==> src/rtl/tmr_bank_pkg.sv <==
package tmr_bank_pkg;
  localparam int unsigned FIELD_W = 4;
  localparam int unsigned BIT_EN  = 0;
  localparam int unsigned BIT_EXT = 1;
  localparam int unsigned BIT_OVF = 2;
  localparam int unsigned BIT_PUL = 3;
  localparam int unsigned LOW_SLOTS = 3;   // channels mapped below the control words

  typedef enum logic [1:0] {
    TGT_CHAN = 2'd0,
    TGT_CTRL = 2'd1,
    TGT_AUX  = 2'd2,
    TGT_BAD  = 2'd3
  } tgt_e;
endpackage

==> src/rtl/tmr_addr_decode.sv <==
module tmr_addr_decode
  import tmr_bank_pkg::*;
#(
  parameter int unsigned ADDR_W = 12,
  parameter int unsigned N_CH   = 8,
  localparam int unsigned CH_W  = $clog2(N_CH)
) (
  input  logic [ADDR_W-1:0] addr,
  input  logic [3:0]        be,
  output tgt_e              tgt,
  output logic [CH_W-1:0]   ch,
  output logic [1:0]        reg_idx
);
  localparam int unsigned HIGH_BASE = 'h40;
  localparam int unsigned HIGH_END  = HIGH_BASE + (N_CH - LOW_SLOTS) * 16;

  logic [7:0] off;
  logic       upper_zero;
  logic       aligned;

  assign off        = addr[7:0];
  assign upper_zero = (addr[ADDR_W-1:8] == '0);
  assign aligned    = (be == 4'b1111) && (addr[1:0] == 2'b00);
  assign reg_idx    = addr[3:2];

  always_comb begin
    tgt = TGT_BAD;
    ch  = '0;
    if (aligned && upper_zero) begin
      if (off < 8'h30) begin
        tgt = TGT_CHAN;
        ch  = CH_W'(off[7:4]);
      end else if (off == 8'h30) begin
        tgt = TGT_CTRL;
      end else if (off == 8'h34) begin
        tgt = TGT_AUX;
      end else if ((int'(off) >= HIGH_BASE) && (int'(off) < HIGH_END)) begin
        tgt = TGT_CHAN;
        ch  = CH_W'(off[7:4] - 4'd1);
      end
    end
  end

  // a channel hit never names a channel beyond the bank
  always_comb begin
    p_chan_in_range_r3: assert ((tgt != TGT_CHAN) || (int'(ch) < N_CH))
      else $error("decoded channel out of range");
  end
endmodule

==> src/rtl/tmr_ctrl_seq.sv <==
module tmr_ctrl_seq
  import tmr_bank_pkg::*;
#(
  parameter int unsigned N_CH        = 8,
  parameter int unsigned PULSE_FIRST = 4,
  localparam int unsigned CTRL_W     = FIELD_W * N_CH
) (
  input  logic              clk,
  input  logic              rst_n,
  input  logic              wr_en,
  input  logic [CTRL_W-1:0] wdata,
  output logic [CTRL_W-1:0] ctrl_q,
  output logic              busy,
  output logic [N_CH-1:0]   ch_en,
  output logic [N_CH-1:0]   ch_ext,
  output logic [N_CH-1:0]   ch_ovf,
  output logic [N_CH-1:0]   ch_pulse,
  output logic [N_CH-1:0]   dis_stb,
  output logic [N_CH-1:0]   cfg_stb,
  output logic [N_CH-1:0]   en_stb,
  output logic              pulse_err
);
  logic [N_CH-1:0] dis_n, pend_n, cfg_n, perr_n, ext_n, ovf_n, pul_n;
  logic [N_CH-1:0] pend_q;

  for (genvar c = 0; c < N_CH; c++) begin : g_field
    logic [FIELD_W-1:0] o_f, n_f, diff;
    assign o_f       = ctrl_q[c*FIELD_W +: FIELD_W];
    assign n_f       = wdata[c*FIELD_W +: FIELD_W];
    assign diff      = o_f ^ n_f;
    assign dis_n[c]  = o_f[BIT_EN] & ~n_f[BIT_EN];
    assign pend_n[c] = ~o_f[BIT_EN] & n_f[BIT_EN];
    assign ext_n[c]  = n_f[BIT_EXT];
    assign ovf_n[c]  = n_f[BIT_OVF];
    if (c >= PULSE_FIRST) begin : g_pulse
      assign cfg_n[c]  = diff[BIT_EXT] | diff[BIT_OVF] | diff[BIT_PUL];
      assign pul_n[c]  = n_f[BIT_PUL];
      assign perr_n[c] = 1'b0;
    end else begin : g_nopulse
      assign cfg_n[c]  = diff[BIT_EXT] | diff[BIT_OVF];
      assign pul_n[c]  = 1'b0;
      assign perr_n[c] = diff[BIT_PUL];
    end
  end

  assign busy = |pend_q;

  always_ff @(posedge clk) begin
    if (!rst_n) begin
      ctrl_q    <= '0;
      pend_q    <= '0;
      ch_en     <= '0;
      ch_ext    <= '0;
      ch_ovf    <= '0;
      ch_pulse  <= '0;
      dis_stb   <= '0;
      cfg_stb   <= '0;
      en_stb    <= '0;
      pulse_err <= 1'b0;
    end else begin
      dis_stb   <= '0;
      cfg_stb   <= '0;
      en_stb    <= '0;
      pulse_err <= 1'b0;
      if (|pend_q) begin
        en_stb <= pend_q;
        ch_en  <= ch_en | pend_q;
        pend_q <= '0;
      end else if (wr_en) begin
        ctrl_q    <= wdata;
        dis_stb   <= dis_n;
        cfg_stb   <= cfg_n;
        pend_q    <= pend_n;
        ch_en     <= ch_en & ~dis_n;
        ch_ext    <= ext_n;
        ch_ovf    <= ovf_n;
        ch_pulse  <= pul_n;
        pulse_err <= |perr_n;
      end
    end
  end

  // enable and configuration strobes never share a cycle on one channel
  p_en_after_cfg_r10: assert property (@(posedge clk) disable iff (!rst_n)
    (en_stb & cfg_stb) == '0);

  // a run level only rises together with its enable strobe
  p_en_rise_r10: assert property (@(posedge clk) disable iff (!rst_n)
    ((ch_en & ~$past(ch_en)) & ~en_stb) == '0);

  // a disabled channel is already stopped when its strobe is seen
  p_dis_low_r9: assert property (@(posedge clk) disable iff (!rst_n)
    (dis_stb & ch_en) == '0);
endmodule

==> src/rtl/tmr_chan_port.sv <==
module tmr_chan_port #(
  parameter int unsigned N_CH   = 8,
  parameter int unsigned DATA_W = 32,
  localparam int unsigned CH_W  = $clog2(N_CH)
) (
  input  logic                   clk,
  input  logic                   rst_n,
  input  logic                   wr,
  input  logic [CH_W-1:0]        ch,
  input  logic [1:0]             idx,
  input  logic [DATA_W-1:0]      wdata,
  input  logic [N_CH*DATA_W-1:0] ch_rdata,
  output logic [N_CH-1:0]        ch_wr_stb,
  output logic [1:0]             ch_wr_idx,
  output logic [DATA_W-1:0]      ch_wdata,
  output logic [DATA_W-1:0]      rd_word
);
  logic [N_CH-1:0] sel_1h;

  for (genvar c = 0; c < N_CH; c++) begin : g_sel
    assign sel_1h[c] = (int'(ch) == c);
  end

  always_comb begin
    rd_word = '0;
    for (int c = 0; c < N_CH; c++) begin
      if (sel_1h[c]) rd_word = ch_rdata[c*DATA_W +: DATA_W];
    end
  end

  always_ff @(posedge clk) begin
    if (!rst_n) begin
      ch_wr_stb <= '0;
      ch_wr_idx <= '0;
      ch_wdata  <= '0;
    end else begin
      ch_wr_stb <= wr ? sel_1h : '0;
      if (wr) begin
        ch_wr_idx <= idx;
        ch_wdata  <= wdata;
      end
    end
  end

  // at most one channel is written per cycle
  p_wr_onehot_r2: assert property (@(posedge clk) disable iff (!rst_n)
    $onehot0(ch_wr_stb));
endmodule

==> src/rtl/tmr_regbank.sv <==
module tmr_regbank
  import tmr_bank_pkg::*;
#(
  parameter int unsigned ADDR_W      = 12,
  parameter int unsigned N_CH        = 8,
  parameter int unsigned PULSE_FIRST = 4,
  parameter int unsigned DATA_W      = 32
) (
  input  logic                   clk,
  input  logic                   rst_n,
  input  logic                   req_valid,
  output logic                   req_ready,
  input  logic                   req_write,
  input  logic [ADDR_W-1:0]      req_addr,
  input  logic [3:0]             req_be,
  input  logic [DATA_W-1:0]      req_wdata,
  output logic                   rsp_valid,
  output logic [DATA_W-1:0]      rsp_rdata,
  output logic                   acc_err,
  output logic [1:0]             ch_sel_idx,
  input  logic [N_CH*DATA_W-1:0] ch_rdata,
  output logic [N_CH-1:0]        ch_wr_stb,
  output logic [1:0]             ch_wr_idx,
  output logic [DATA_W-1:0]      ch_wdata,
  output logic [N_CH-1:0]        ch_en,
  output logic [N_CH-1:0]        ch_ext_clk,
  output logic [N_CH-1:0]        ch_ovf_irq,
  output logic [N_CH-1:0]        ch_pulse,
  output logic [N_CH-1:0]        ch_dis_stb,
  output logic [N_CH-1:0]        ch_cfg_stb,
  output logic [N_CH-1:0]        ch_en_stb,
  output logic                   pulse_err
);
  localparam int unsigned CH_W   = $clog2(N_CH);
  localparam int unsigned CTRL_W = FIELD_W * N_CH;

  tgt_e              tgt;
  logic [CH_W-1:0]   dec_ch;
  logic [1:0]        dec_idx;
  logic              accept, busy;
  logic [CTRL_W-1:0] ctrl_q;
  logic [DATA_W-1:0] aux_q, chan_word, rd_sel;

  assign accept     = req_valid && req_ready;
  assign req_ready  = !busy;
  assign ch_sel_idx = dec_idx;

  tmr_addr_decode #(.ADDR_W(ADDR_W), .N_CH(N_CH)) u_dec (
    .addr(req_addr), .be(req_be), .tgt(tgt), .ch(dec_ch), .reg_idx(dec_idx)
  );

  tmr_ctrl_seq #(.N_CH(N_CH), .PULSE_FIRST(PULSE_FIRST)) u_seq (
    .clk(clk), .rst_n(rst_n),
    .wr_en(accept && req_write && (tgt == TGT_CTRL)),
    .wdata(req_wdata[CTRL_W-1:0]),
    .ctrl_q(ctrl_q), .busy(busy),
    .ch_en(ch_en), .ch_ext(ch_ext_clk), .ch_ovf(ch_ovf_irq), .ch_pulse(ch_pulse),
    .dis_stb(ch_dis_stb), .cfg_stb(ch_cfg_stb), .en_stb(ch_en_stb),
    .pulse_err(pulse_err)
  );

  tmr_chan_port #(.N_CH(N_CH), .DATA_W(DATA_W)) u_port (
    .clk(clk), .rst_n(rst_n),
    .wr(accept && req_write && (tgt == TGT_CHAN)),
    .ch(dec_ch), .idx(dec_idx), .wdata(req_wdata), .ch_rdata(ch_rdata),
    .ch_wr_stb(ch_wr_stb), .ch_wr_idx(ch_wr_idx), .ch_wdata(ch_wdata),
    .rd_word(chan_word)
  );

  always_comb begin
    unique case (tgt)
      TGT_CHAN: rd_sel = chan_word;
      TGT_CTRL: rd_sel = DATA_W'(ctrl_q);
      TGT_AUX:  rd_sel = aux_q;
      default:  rd_sel = '0;
    endcase
  end

  always_ff @(posedge clk) begin
    if (!rst_n) begin
      aux_q     <= '0;
      rsp_valid <= 1'b0;
      rsp_rdata <= '0;
      acc_err   <= 1'b0;
    end else begin
      rsp_valid <= accept;
      rsp_rdata <= (accept && !req_write) ? rd_sel : '0;
      acc_err   <= accept && (tgt == TGT_BAD);
      if (accept && req_write && (tgt == TGT_AUX)) aux_q <= req_wdata;
    end
  end

  // every response answers a request accepted the cycle before
  p_rsp_follows_r13: assert property (@(posedge clk) disable iff (!rst_n)
    rsp_valid |-> $past(req_valid && req_ready));

  // a stalled cycle is always followed by an enable strobe
  p_stall_then_en_r10: assert property (@(posedge clk) disable iff (!rst_n)
    !req_ready |=> (|ch_en_stb));

  // an error response never comes with a channel write
  p_err_no_write_r6: assert property (@(posedge clk) disable iff (!rst_n)
    acc_err |-> (ch_wr_stb == '0));
endmodule

==> config.mk <==
export PLATFORM = sky130hd
export DESIGN_NAME = tmr_regbank
export DESIGN_NICKNAME = d
export VERILOG_FILES = /design/src/rtl/tmr_bank_pkg.sv /design/src/rtl/tmr_addr_decode.sv /design/src/rtl/tmr_ctrl_seq.sv /design/src/rtl/tmr_chan_port.sv /design/src/rtl/tmr_regbank.sv
export SDC_FILE = /design/constraint.sdc
export NUM_CORES = 1
export LEC_CHECK = 0
export CORE_AREA = 2 2 173 175
export CTS_CLUSTER_SIZE = 14
export DETAILED_ROUTE_END_ITERATION = 10
export DIE_AREA = 0 0 175 177
export DONT_BUFFER_PORTS = 1
export GPL_TIMING_DRIVEN = 0
export HOLD_SLACK_MARGIN = 0.03
export PLACE_DENSITY = 0.55
export SLEW_MARGIN = 20
export SYNTH_ARGS = -nofsm -noshare
export SYNTH_HDL_FRONTEND = slang
export SYNTH_SLANG_ARGS = --single-unit
==> constraint.sdc <==
create_clock -name clk -period 3.1 [get_ports clk]
set_input_delay 0.155 -clock clk [delete_from_list [all_inputs] [get_ports clk]]
set_output_delay 0.155 -clock clk [all_outputs]
set_load 0.03 [all_outputs]
# ---- After elaboration in Yosys (flattened, before gate mapping)
# Cells that the tools add are included.
dict set report classes {
  add_sub_neg 1
  order_cmp 3
  eq_ne 13
  n_mux 21
  n_bitwise 58
  n_reduce_logical 25
}
# operator n
set op_table {}
lappend op_table {{$mux W32} 8}
lappend op_table {{$pmux W32 S3} 1}
lappend op_table {{$xor A4 B4 Y4} 8}
lappend op_table {{$not A1 Y1} 19}
lappend op_table {{$and A1 B1 Y1} 16}
lappend op_table {{$eq A8 B6 Y1 const B} 2}
lappend op_table {{$mux W8} 2}
lappend op_table {{$mux W3} 5}
lappend op_table {{$eq A3 B3 Y1 const B} 4}
lappend op_table {{$or A1 B1 Y1} 12}
lappend op_table {{$logic_and A1 B1 Y1} 10}
lappend op_table {{$mux W2} 5}
lappend op_table {{$reduce_or A10 Y1} 1}
lappend op_table {{$reduce_or A9 Y1} 1}
lappend op_table {{$and A8 B8 Y8} 1}
lappend op_table {{$ge A8 B7 Y1 const B} 1}
lappend op_table {{$lt A8 B6 Y1 const B} 1}
lappend op_table {{$lt A8 B8 Y1 const B} 1}
lappend op_table {{$not A8 Y8} 1}
lappend op_table {{$or A8 B8 Y8} 1}
lappend op_table {{$reduce_and A2 Y1} 4}
lappend op_table {{$reduce_or A8 Y1} 1}
lappend op_table {{$eq A3 B2 Y1 const B} 2}
lappend op_table {{$eq A2 B2 Y1 const B} 2}
lappend op_table {{other kinds (10)} 12}
dict set report word_totals {
  register_bits 201
  input_bits 308
}

# ---- Logic depth before layout (Yosys ltp)
dict set report depth {
  depth_word 17
  depth_mapped 10
  mapped_depth_nobuf 8
}

# ---- By module
# A second synthesis with hierarchy kept.
dict set report hier_totals {
  hier_cells 1140
  area_unflattened_um2 10239.8
}
# module instances cells_per_inst area_per_inst_um2 seq_area_each_um2
set modules_own_cells {}
lappend modules_own_cells {tmr_chan_port 1 465 4050.1 840.8}
lappend modules_own_cells {tmr_ctrl_seq 1 319 3031.7 1461.4}
lappend modules_own_cells {tmr_regbank 1 326 2964.1 1321.3}
lappend modules_own_cells {tmr_addr_decode 1 30 193.9 0.0}

# ---- Worst setup path before layout
# OpenSTA, ideal clock, no wires.
dict set report synth_timing {
  path_type {input-to-reg}
  from {in req_addr[4]}
  to {reg rsp_rdata[19]}
  t_arrival_ns 2.115
  slack_ns 0.860
  stages 10
  n_path_buf 2
  path_cell_list {inv_1 > ha_1 > or3b_2 > nand3_1 > nor3_1 > clkbuf_1 > clkbuf_1 > a222oi_1 > nand2_1 > o2bb2ai_1}
}
dict set report synth_via {
  elab_chain_len 17
  word_cells_on_any_way 37
}
# element line_no
set synth_lines {}
lappend synth_lines {{start: declaration} tmr_regbank.sv:14} ;# input logic [ADDR_W-1:0] req_addr,
lappend synth_lines {{$ge A8 B7 Y1 / $lt A8 B8 Y1 (equally long branches)} tmr_addr_decode.sv:37} ;# end else if ((int'(off) >= HIGH_BASE) && (int'(off) < HIGH_END)) begin
lappend synth_lines {{$logic_and A1 B1 Y1} tmr_addr_decode.sv:37}
lappend synth_lines {{$mux W3} tmr_addr_decode.sv:37}
lappend synth_lines {{$mux W3} tmr_addr_decode.sv:35} ;# end else if (off == 8'h34) begin
lappend synth_lines {{$mux W3} tmr_addr_decode.sv:33} ;# end else if (off == 8'h30) begin
lappend synth_lines {{$mux W3} tmr_addr_decode.sv:30} ;# if (off < 8'h30) begin
lappend synth_lines {{$mux W3} tmr_addr_decode.sv:29} ;# if (aligned && upper_zero) begin
lappend synth_lines {{$logic_not A3 Y1} tmr_chan_port.sv:21} ;# assign sel_1h[c] = (int'(ch) == c);
lappend synth_lines {{$mux W32 (8 in a row)} tmr_chan_port.sv:27} ;# if (sel_1h[c]) rd_word = ch_rdata[c*DATA_W +: DATA_W];
lappend synth_lines {{$pmux W32 S3 (*)} tmr_regbank.sv:71} ;# unique case (tgt)
lappend synth_lines {{end signal: assignment} tmr_regbank.sv:87} ;# rsp_rdata <= (accept && !req_write) ? rd_sel : '0;
lappend synth_lines {{end: declaration} tmr_regbank.sv:18} ;# output logic [DATA_W-1:0] rsp_rdata,
# Mark *: on every way between the ends. The rest lies on a longest branch, timed or not.
# A chain may end at the register's enable or synchronous reset.

# ---- Worst setup path in the final report
dict set report layout_timing {
  from {in req_addr[10]}
  to {reg rsp_rdata[31]}
}
dict set report layout_via {
  elab_chain_len 13
  word_cells_on_any_way 24
}
# element line_no
set layout_lines {}
lappend layout_lines {{$logic_not A4 Y1 (*)} tmr_addr_decode.sv:22} ;# assign upper_zero = (addr[ADDR_W-1:8] == '0);
lappend layout_lines {{$logic_and A1 B1 Y1 (*)} tmr_addr_decode.sv:29}
lappend layout_lines {{$mux W3} tmr_addr_decode.sv:29}
lappend layout_lines {{$logic_not A3 Y1} tmr_chan_port.sv:21}
lappend layout_lines {{$mux W32 (8 in a row)} tmr_chan_port.sv:27}
lappend layout_lines {{$pmux W32 S3 (*)} tmr_regbank.sv:71}
# Marked as above.

==> metrics.csv <==
metric;value;unit
combinational share of power;11.0;%
largest net degree at the start of global routing;19;
Post-synth EDFFs;0;
status;complete, no violations;
FF-to-FF Start;u_seq.pend_q[4]$_SDFFE_PP0P_;
FMAX;326;MHz
vias per cell;5.78;
Final Max Tran Viols;0;
Root Driver;clkbuf_16;
initial antenna violation count;4;
minimum clock period;3.07;ns
pre-CTS setup slack;-0.118;ns
clk sinks;181;
Post-CTS Setup Bufs;0;
Placed Instances;1508;
drt wl/cell;27.8;um
setup TNS;0;ns
grt total ovfl;0;
Tcrit/Tclk final;98.9;%
MaxCap Viol Count;0;
Mean Syn Cell Area;8.29;sq um
R2R setup slack;0.08;ns
Power Density;434;nW/um^2
leak pwr;4.32;nW
Final Hold Viols;0;
Worst R2R End;rsp_rdata[4]$_SDFF_PN0_;
clock buffer depth;2;
Routed Antenna Nets;0;
register bit total from synthesis;181;
Clk Latency, worst-skew pair;0.45;ns
final estimated routing congestion in global placement;0.971;
Worst Clk Skew;0.0154;ns
RSZ-0062 raised after global routing;no;
reg2reg path depth;7;
Layout area overhead;28.6;%
Post-Syn Area;9240;sq um
hold_ws;0.0551;ns
Num CTS Buffers;17;
DRC Markers;0;
Slew @ Worst Pin;1.02;ns
core area;29200;sq um
row count;63;
critical path peak fanout;10;
Yosys cell types;63;
Final Setup Violations;0;
sequential share of power;45.1;%
DP Area;9740;sq um
Net Sw Frac;27.2;%
Clock Power Share;44.0;%
TritonCTS clock tree;done;
layout cells sized above 1;10.3;%
relative slew slack;32.2;%
Total Routing Usage GR;29.2;%
worst hold-check path type;in2reg;
Async SR Flop Fraction;0;%
Final Cell Area;11900;sq um
Synth Warn #;0;
register area share after synthesis;39.2;%
routed vias;9788;
chip height;177;um
Top-Level Pins;444;
starting density of the core;31.6;%
Max H-tree Level;4;
CP Capture Type;flip-flop;
synthesized instance count;1115;
DP HPWL;35400;um
Post-Layout Cell Count;1693;
first-pass GRT wire length;65600;um
Buffers on Ports;0;
Main synth FF type;dfxtp_1;
switching power;1.41;mW
final worst slack;0.0339;ns
number of global-route vias before repair;9425;
hold_sp;ch_rdata[160];
most common cell after layout, fill and taps aside;nand2_1;
DR pass1 iterations;7;
Worst EP required;3.46;ns
Critical Path Source Type;input port;
most used cells in the layout excluding fill and tap cells;nand2_1, dfxtp_1, dlygate4sd3_1;
internal power;3.76;mW
die width;175;um
Die ar.;31000;sq um
Nets;1595;
Clk pin slew, worst setup/hold paths;0.08;ns
VDD IR-drop max;0.000274;V
WHS Path Cells;3;
WL final;47000;um
CP arrival;3.43;ns
Worst Hold Endpoint;rsp_rdata[0]$_SDFF_PN0_;
DRT iter0 DRCs;1073;
WS Path Type;in2reg;
==> worst max-delay path, cell delays in order <==
cell           delay (ns)
nor4b_1              0.41
nand3_1              0.29
nor3_1               0.48
clkbuf_2             0.43
clkbuf_1             0.53
a222oi_1             0.25
dlygate4sd3_1        0.62
nand2_1              0.10
o2bb2ai_1            0.14
==> cells in the mapped netlist (all sizes together), types with 2 or more instances <==
master   number  area share [%]
ha            2            0.27
xnor2        24             2.3
a21o         26             2.1
dfxtp       181              39
o211ai        6            0.49
o21a          6            0.49
a311oi       11             1.0
nand2       300              12
a222oi       37             4.0
nor3         14            0.88
o31a          5            0.47
nand2b        5            0.34
a21oi        15            0.81
and2          9            0.61
o211a         6            0.65
o22ai         5            0.34
buf          62             4.3
mux2i        31             3.4
a31oi        21             1.4
o21ai        12            0.69
nor2b         2            0.14
or4           2            0.16
a31o         15             1.4
nand3         8            0.43
nor4          6            0.87
and3         23             1.6
nor2         48             2.0
a2bb2oi       5            0.47
a21boi      101             8.2
o32ai        15             1.7
or3b          2            0.19
a22oi        20             1.6
or4b          2            0.26
inv          11            0.45
o2bb2ai      11             1.0
clkbuf       53             2.2
nand4         2            0.20
==> how the worst max path moves through the flow <==
stage,start,endpoint,depth (start not counted)
2_1_floorplan,req_addr[4],rsp_rdata[19]$_SDFF_PN0_,10
3_3_place_gp,u_seq.pend_q[4]$_SDFFE_PP0P_,rsp_rdata[5]$_SDFF_PN0_,6
3_5_place_dp,u_seq.pend_q[4]$_SDFFE_PP0P_,rsp_rdata[5]$_SDFF_PN0_,6
4_1_cts,u_seq.pend_q[4]$_SDFFE_PP0P_,rsp_rdata[5]$_SDFF_PN0_,6
5_1_grt,u_seq.pend_q[5]$_SDFFE_PP0P_,rsp_rdata[20]$_SDFF_PN0_,6
6_report,req_addr[10],rsp_rdata[31]$_SDFF_PN0_,9
==> power by group through the flow <==
stage,clock (mW),sequential [mW],combinational [mW]
floorplan,0,2.38,0.261
global placement,0,2.38,0.355
detailed placement,0,2.38,0.358
CTS,2.31,2.33,0.547
global route,2.39,2.33,0.592
finish,2.27,2.33,0.566
==> logic make-up after synthesis <==
group | share of synthesized area [%]
AO/OA/AOI/OAI | 27.6
flip-flops | 39.2
AND/OR/NAND/NOR | 20.3
buffers and inverters | 6.88
other | 0.0406
XOR/XNOR | 2.27
adder cells (fa/ha/maj) | 0.271
multiplexers | 3.48
==> sequential cells by signal, summed over array words and instances (netlist names) <==
name              flops
u_seq.en_stb          8
acc_err               1
aux_q                32
rsp_rdata            32
u_seq.ch_ext          7
u_seq.ch_ovf          7
u_port.ch_wr_idx      2
rsp_valid             1
u_seq.cfg_stb         8
u_seq.pend_q          8
u_seq.pulse_err       1
u_seq.ctrl_q         18
u_seq.dis_stb         8
u_port.ch_wdata      32
u_seq.ch_en           8
u_port.ch_wr_stb      8
==> metal layers <==
| layer | wire (um) | share of wire [%] | GRT usage [%] | vias to the layer above |
|---|---|---|---|---|
| met5 | 0 | 0 | 0 | - |
| met4 | 2160 | 4.6 | 12.3 | 0 |
| met3 | 4220 | 9.0 | 7.75 | 154 |
| met2 | 22200 | 47 | 49.2 | 656 |
| met1 | 18400 | 39 | 35.0 | 4662 |
| li1 | - | - | - | 4316 |
==> repair_timing <==
action	in CTS	in global routing
pin swaps	0	0
resized for setup	1	14
hold buffers	148	0
hold endpoints to repair	163	0
endpoints found under the setup margin	3	64
==> per-stage QoR <==
stage / util (%) / power [mW]
after floorplan: - / 2.64
after global placement: 33.3 / 2.74
after detailed placement: 33.3 / 2.74
after CTS: 40.5 / 5.19
after global routing: 40.6 / 5.31
final: 40.7 / 5.16
==> layout make-up <==
type / count / area [sq um]
antenna: 5 / 12.5
buffer: 115 / 599
clock buffer: 18 / 439
clock inverter: 14 / 163
fill: 2996 / 17400
inverter: 11 / 41.3
multi-input combinational: 811 / 5040
sequential: 181 / 3620
tap: 390 / 488
timing repair buffer: 148 / 1480
Power figures use the tool's default switching activity.
